$ cat src/rtl/hazard_pkg.sv
package hazard_pkg;
  typedef enum logic [1:0] {
    SRC_REG = 2'b00,
    SRC_WB  = 2'b01,
    SRC_MEM = 2'b10
  } src_sel_e;
endpackage

$ cat src/rtl/hu_operand_fwd.sv
module hu_operand_fwd
  import hazard_pkg::*;
#(
  parameter int AW = 5
) (
  input  logic [AW-1:0] src_i,
  input  logic [AW-1:0] mem_rd_i,
  input  logic          mem_we_i,
  input  logic [AW-1:0] wb_rd_i,
  input  logic          wb_we_i,
  output src_sel_e      sel_o
);
  logic mem_hit, wb_hit;

  assign mem_hit = mem_we_i && (mem_rd_i != '0) && (mem_rd_i == src_i);
  assign wb_hit  = wb_we_i && (wb_rd_i != '0) && (wb_rd_i == src_i);

  // younger producer wins
  always_comb begin
    if (mem_hit)     sel_o = SRC_MEM;
    else if (wb_hit) sel_o = SRC_WB;
    else             sel_o = SRC_REG;
  end
endmodule

$ cat src/rtl/hu_load_use.sv
module hu_load_use #(
  parameter int AW = 5
) (
  input  logic [AW-1:0] id_rs_i,
  input  logic [AW-1:0] id_rt_i,
  input  logic          id_rs_use_i,
  input  logic          id_rt_use_i,
  input  logic [AW-1:0] ex_rd_i,
  input  logic          ex_we_i,
  input  logic          ex_load_i,
  output logic          stall_o
);
  logic live;

  assign live    = ex_load_i && ex_we_i && (ex_rd_i != '0);
  assign stall_o = live && ((id_rs_use_i && (id_rs_i == ex_rd_i)) ||
                            (id_rt_use_i && (id_rt_i == ex_rd_i)));
endmodule

$ cat src/rtl/hu_branch_ctl.sv
module hu_branch_ctl #(
  parameter int AW = 5
) (
  input  logic          id_branch_i,
  input  logic [AW-1:0] id_rs_i,
  input  logic [AW-1:0] id_rt_i,
  input  logic [AW-1:0] ex_rd_i,
  input  logic          ex_we_i,
  input  logic [AW-1:0] mem_rd_i,
  input  logic          mem_we_i,
  input  logic          mem_load_i,
  output logic          stall_o,
  output logic          fwd_rs_o,
  output logic          fwd_rt_o
);
  localparam int NSRC = 2;

  logic [AW-1:0] src [NSRC];
  logic [NSRC-1:0] ex_hit, mem_hit;
  logic ex_live, mem_live;

  assign src[0]   = id_rs_i;
  assign src[1]   = id_rt_i;
  assign ex_live  = id_branch_i && ex_we_i && (ex_rd_i != '0);
  assign mem_live = id_branch_i && mem_we_i && (mem_rd_i != '0);

  for (genvar g = 0; g < NSRC; g++) begin : g_src
    assign ex_hit[g]  = ex_live && (src[g] == ex_rd_i);
    assign mem_hit[g] = mem_live && (src[g] == mem_rd_i);
  end

  // value still in flight: wait; ALU result in memory stage: bypass
  assign stall_o  = (|ex_hit) || (mem_load_i && (|mem_hit));
  assign fwd_rs_o = mem_hit[0] && !mem_load_i && !ex_hit[0];
  assign fwd_rt_o = mem_hit[1] && !mem_load_i && !ex_hit[1];
endmodule

$ cat src/rtl/hazard_unit.sv
module hazard_unit
  import hazard_pkg::*;
#(
  parameter int AW = 5
) (
  input  logic [AW-1:0] id_rs_i,
  input  logic [AW-1:0] id_rt_i,
  input  logic          id_rs_use_i,
  input  logic          id_rt_use_i,
  input  logic          id_branch_i,
  input  logic          id_br_taken_i,
  input  logic [AW-1:0] ex_rs_i,
  input  logic [AW-1:0] ex_rt_i,
  input  logic [AW-1:0] ex_rd_i,
  input  logic          ex_we_i,
  input  logic          ex_load_i,
  input  logic [AW-1:0] mem_rd_i,
  input  logic          mem_we_i,
  input  logic          mem_load_i,
  input  logic [AW-1:0] wb_rd_i,
  input  logic          wb_we_i,
  output logic [1:0]    fwd_a_sel_o,
  output logic [1:0]    fwd_b_sel_o,
  output logic          id_fwd_a_o,
  output logic          id_fwd_b_o,
  output logic          pc_hold_o,
  output logic          ifid_hold_o,
  output logic          idex_bubble_o,
  output logic          ifid_flush_o
);
  localparam int NOPS = 2;

  logic [AW-1:0] ex_src [NOPS];
  src_sel_e      sel    [NOPS];
  logic          lu_stall, br_stall, stall;

  assign ex_src[0] = ex_rs_i;
  assign ex_src[1] = ex_rt_i;

  for (genvar g = 0; g < NOPS; g++) begin : g_op
    hu_operand_fwd #(.AW(AW)) u_fwd (
      .src_i   (ex_src[g]),
      .mem_rd_i(mem_rd_i),
      .mem_we_i(mem_we_i),
      .wb_rd_i (wb_rd_i),
      .wb_we_i (wb_we_i),
      .sel_o   (sel[g])
    );
  end

  hu_load_use #(.AW(AW)) u_lu (
    .id_rs_i    (id_rs_i),
    .id_rt_i    (id_rt_i),
    .id_rs_use_i(id_rs_use_i),
    .id_rt_use_i(id_rt_use_i),
    .ex_rd_i    (ex_rd_i),
    .ex_we_i    (ex_we_i),
    .ex_load_i  (ex_load_i),
    .stall_o    (lu_stall)
  );

  hu_branch_ctl #(.AW(AW)) u_br (
    .id_branch_i(id_branch_i),
    .id_rs_i    (id_rs_i),
    .id_rt_i    (id_rt_i),
    .ex_rd_i    (ex_rd_i),
    .ex_we_i    (ex_we_i),
    .mem_rd_i   (mem_rd_i),
    .mem_we_i   (mem_we_i),
    .mem_load_i (mem_load_i),
    .stall_o    (br_stall),
    .fwd_rs_o   (id_fwd_a_o),
    .fwd_rt_o   (id_fwd_b_o)
  );

  assign stall         = lu_stall || br_stall;
  assign fwd_a_sel_o   = sel[0];
  assign fwd_b_sel_o   = sel[1];
  assign pc_hold_o     = stall;
  assign ifid_hold_o   = stall;
  assign idex_bubble_o = stall;
  // compare result is unreliable while waiting on an operand
  assign ifid_flush_o  = id_branch_i && id_br_taken_i && !stall;
endmodule

$ cat config.mk
export PLATFORM = sky130hd
export DESIGN_NAME = hazard_unit
export DESIGN_NICKNAME = d
export VERILOG_FILES = /design/src/rtl/hazard_pkg.sv /design/src/rtl/hu_operand_fwd.sv /design/src/rtl/hu_load_use.sv /design/src/rtl/hu_branch_ctl.sv /design/src/rtl/hazard_unit.sv
export SDC_FILE = /design/constraint.sdc
export NUM_CORES = 1
export LEC_CHECK = 0
export ABC_AREA = 1
export BUFFER_PORTS_ARGS = -buffer_cell sky130_fd_sc_hd__buf_2
export CAP_MARGIN = 25
export CORE_MARGIN = 2
export CORE_UTILIZATION = 39
export DETAILED_ROUTE_END_ITERATION = 7
export GPL_TIMING_DRIVEN = 0
export PLACE_DENSITY = 0.83
export SLEW_MARGIN = 10
export SYNTH_ARGS = -nofsm -noshare
export SYNTH_HDL_FRONTEND = slang
export SYNTH_SLANG_ARGS = --single-unit
export TNS_END_PERCENT = 20
$ cat constraint.sdc
create_clock -name vclk -period 1.2
set_clock_uncertainty 0.2 [all_clocks]
set_input_delay 0.06 -clock vclk [all_inputs]
set_output_delay 0.06 -clock vclk [all_outputs]
set_load 0.01 [all_outputs]
# Word level (Yosys, flattened, before mapping)
# Index checks and enable logic that the tools add are counted.
[classes]
eq_ne = 8
mux = 4
n_reduce_logical = 38
[op_table]
columns = ["operator", "count"]
rows = [
  ["== test 5 bit", 8],
  ["logical AND 1 bit", 26],
  ["nonzero test 5 bit", 3],
  ["zero test 1 bit", 4],
  ["2-to-1 mux 2 bit", 2],
  ["OR reduction 2 bit", 2],
  ["logical OR 1 bit", 3],
  ["2-to-1 mux 1 bit", 2],
]
[totals]
regBits = 0
in_bits = 44
output_inout_bits = 10
wordCells = 50

# Logic depth before layout (Yosys ltp)
[depth]
depth_word = 9
ltp_mapped = 12
mapped_depth_nobuf = 11

# Cells and area by module
# From an unflattened synthesis, not the netlist that was laid out.
[hier_totals]
cells_unflattened = 227
area_unflattened_um2 = 1058.5
[modules_own_cells]
columns = ["mod", "instances", "cells_per_inst", "area_per_inst_um2", "seq_area_each_um2"]
rows = [
  ["hu_operand_fwd", 2, 51, 221.5, 0.0],
  ["hu_branch_ctl", 1, 63, 359.1, 0.0],
  ["hu_load_use", 1, 55, 217.7, 0.0],
  ["hazard_unit", 1, 7, 38.8, 0.0],
]

# Worst setup path after synthesis
# Ideal clock, no wire load.
[synth_path]
path_kind = "in2out"
from = "input port mem_rd_i[0]"
to = "output port ifid_hold_o"
arrival_ns = 0.968
required_time_ns = 0.940
path_slack_ns = -0.028
path_stages = 10
path_buffers = 2
cell_sequence = "buf_2 nor2_1 nand3_1 nand2_1 inv_1 nand3_1 nand2_1 nand2_1 nand3_2 buf_4"
[synth_between]
elab_chain_len = 7
word_cells_on_any_way = 10
classes_between = "eq/ne (2); reduce/logical (8)"
[synth_rtl]
columns = ["element", "line", "rtl"]
rows = [
  ["start: declaration", "hazard_unit.sv:17", "input logic [AW-1:0] mem_rd_i,"],
  ["nonzero test 5 bit", "hu_branch_ctl.sv:25", "assign mem_live = id_branch_i && mem_we_i && (mem_rd_i != '0);"],
  ["logical AND 1 bit", "hu_branch_ctl.sv:25", ""],
  ["logical AND 1 bit", "hu_branch_ctl.sv:29", "assign mem_hit[g] = mem_live && (src[g] == mem_rd_i);"],
  ["OR reduction 2 bit (*)", "hu_branch_ctl.sv:33", "assign stall_o = (|ex_hit) || (mem_load_i && (|mem_hit));"],
  ["logical AND 1 bit (*)", "hu_branch_ctl.sv:33", ""],
  ["logical OR 1 bit (*)", "hu_branch_ctl.sv:33", ""],
  ["logical OR 1 bit (*)", "hazard_unit.sv:76", "assign stall = lu_stall || br_stall;"],
  ["end: declaration", "hazard_unit.sv:27", "output logic ifid_hold_o,"],
]
# Every way passes the cells marked *; elsewhere a longest branch is shown, timed or not.

# Final worst setup path
[layout_path]
from = "input port mem_rd_i[4]"
to = "output port pc_hold_o"
[layout_between]
elab_chain_len = 7
word_cells_on_any_way = 10
classes_between = "eq/ne (2); reduce/logical (8)"
[layout_rtl]
columns = ["element", "line", "rtl"]
rows = [
  ["nonzero test 5 bit", "hu_branch_ctl.sv:25", ""],
  ["logical AND 1 bit", "hu_branch_ctl.sv:25", ""],
  ["logical AND 1 bit", "hu_branch_ctl.sv:29", ""],
  ["OR reduction 2 bit (*)", "hu_branch_ctl.sv:33", ""],
  ["logical AND 1 bit (*)", "hu_branch_ctl.sv:33", ""],
  ["logical OR 1 bit (*)", "hu_branch_ctl.sv:33", ""],
  ["logical OR 1 bit (*)", "hazard_unit.sv:76", ""],
  ["end: declaration", "hazard_unit.sv:26", "output logic pc_hold_o,"],
]
# Marks and branches as above.

==> results.toml <==
[outcome]
outcome = "finished with violations"
violations = "setup timing"

[floorplan]
die-height_um = 48.3
initial_core_util = 0.402
die_x_um = 48.3
io_pins = 54
row_count = 16
core_um2 = 1900
dieArea_um2 = 2330

[pwr]
peakVddDrop_mv = 0.183
power_leakage_uw = 0.000703
power.density_nw_per_um2 = 329
report.power.total_uw = 436

[cells_and_area]
regArea_um2 = 0
n_fill_cell = 165
area_delta_synth_final_pct = 73.6
layout_commonest_cell = "nand2_1"
layout_common_cells = "43 x nand2_1, 38 x buf_2, 14 x xnor2_1, 12 x buf_6, 11 x inv_1"
multi_input_area_um2 = 772
clock_buffers = 0
diodes = 0
finalNetCount = 248
drive_above_1_share = 0.510
seq_cell_count = 0
final_area_um2 = 1330
final_util = 0.698

[worst_setup_path]
cp_common_cell = "nand2_2"
path_max_fanout = 5
path_depth = 11
setup.worst_path.start = "mem_rd_i[4]"
worst_setup_path_start_kind = "input pin"
slowest_stage = "or2_0"
path_cells = "buf_8 -> inv_6 -> or2_0 -> nand3_1 -> nor2_2 -> nand2_2 -> nand2_2 -> nand2_2 -> nand3_4 -> buf_6 -> buf_6"
crit_buf_inv = 4
path_class = "input pin to output pin"
required_ns = 0.94
arrival_ns = 1.12
critPathTopFamily = "simple AND/OR/NAND/NOR gates"
end_kind = "output pin"
max_stage_delay_ns = 0.22

[timing]
finalHoldViolCount = 0
period_minus_slack_ns = 1.38
setup_viol = 9
tns_ns = -1.01
slew_viol_final = 0
timing.slew.headroom = 0.820
timing.final.crit_share = 1.15
setup_ws_ns = -0.178
fmax_mhz = 726
tightest_slew_ns = 0.267
grt_setup_unrepaired = "yes"

[global_routing]
grt_start_max_net_pins = 8
grt_pass1_vias = 830
overflow = 0
antenna_found_initial = 0
track_usage = 0.198
grt_pass1_wl_mm = 3.39

[clock_tree]
hold_buffers = 0

[place]
dp.final_hpwl_mm = 1.82
gp_congestion = 0.807
place_ws_ns = -0.240
dpl-instance-area_um2 = 1080
port_buffers = 51

[synth]
synthDistinctLibCells = 19
synth_cells = 148
ys.warnings.count = 0
synth_nets = 192
ys_seq_area_frac = 0
syn-cell-area_um2 = 764
syn_area_per_cell_um2 = 5.17

[detailed_routing]
firstDrtPassIters = 4
post_drt_wl_per_cell_um = 11.5
final_antenna_net_count = 0
viasPerCell = 4.82
vias = 1104
drt_iter0_drc = 21
drc_errors = 0
wl_mm = 2.64

[min_path]
hold_depth = 3
hp-class = "input pin to output pin"
worstHoldStart = "mem_load_i"

[job]
drv_cap = 0
power breakdown:
part | leakage [uW] | internal [uW] | total [uW] | switching [uW]
Clock | 0 | 0 | 0 | 0
Sequential | 0 | 0 | 0 | 0
Combinational | 0.000703 | 211 | 436 | 225
Total | 0.000703 | 211 | 436 | 225
layout make-up:
type                            instances  area share
Inverter                               21      0.0688
Timing Repair Buffer                   54       0.268
Buffer                                  7      0.0566
Tap cell                               27      0.0254
Multi-Input combinational cell        120       0.582
logic make-up (layout without fill, tap and decap cells):
| kind of cell | Yosys count | count (layout) | share of synthesized area |
|---|---|---|---|
| compound gates | 5 | 5 | 0.0327 |
| simple gates | 92 | 92 | 0.534 |
| xor+xnor | 23 | 23 | 0.263 |
| buf+inv | 28 | 82 | 0.170 |
stage by stage:
| stage | instances | hold WS (ns) |
|---|---|---|
| detailed placement | 226 | 0.203 |
| global placement | 226 | 0.204 |
| finish | 229 | 0.203 |
| CTS | 227 | 0.202 |
| floorplan | 148 | -0.0256 |
| global route | 229 | 0.208 |
Yosys cell counts:
cell type	n	area [um^2]
nand2_1	49	184
inv_1	20	75.1
nor2_1	16	60.1
xnor2_1	16	140
nand3_1	12	60.1
xor2_1	7	61.3
nor3_1	5	25.0
o21ai_0	5	25.0
buf_4	4	30.0
nand4_1	4	25.0
nor4_2	2	25.0
buf_2	1	5.00
buf_6	1	11.3
clkbuf_2	1	5.00
inv_2	1	3.75
nand2_2	1	6.26
nand3_2	1	10.0
nor2_2	1	6.26
or2_0	1	6.26
metal layers:
metal,vias up,part of all wire,GRT usage
met2,26,0.56,0.366
met1,507,0.40,0.266
met4,0,0.0087,0.0108
li1,567,-,-
met3,4,0.030,0.00370
met5,-,0,0
worst min-delay path, delay by kind of cell:
family / cells / cell delay (ns)
buf+inv: 2 / 0.24
simple gates: 1 / 0.05
final timing paths:
| check | endpoint | slack (ns) |
|---|---|---|
| setup / recovery | pc_hold_o | -0.18 |
| hold / removal | id_fwd_a_o | 0.20 |
timing repair:
item                       in CTS  in global routing
setup endpoints to repair      10                 10
setup buffers                   1                  2
gates resized for setup        28                 42
pin swaps                      11                 23
No activity file was read; power rests on OpenSTA's default activity.
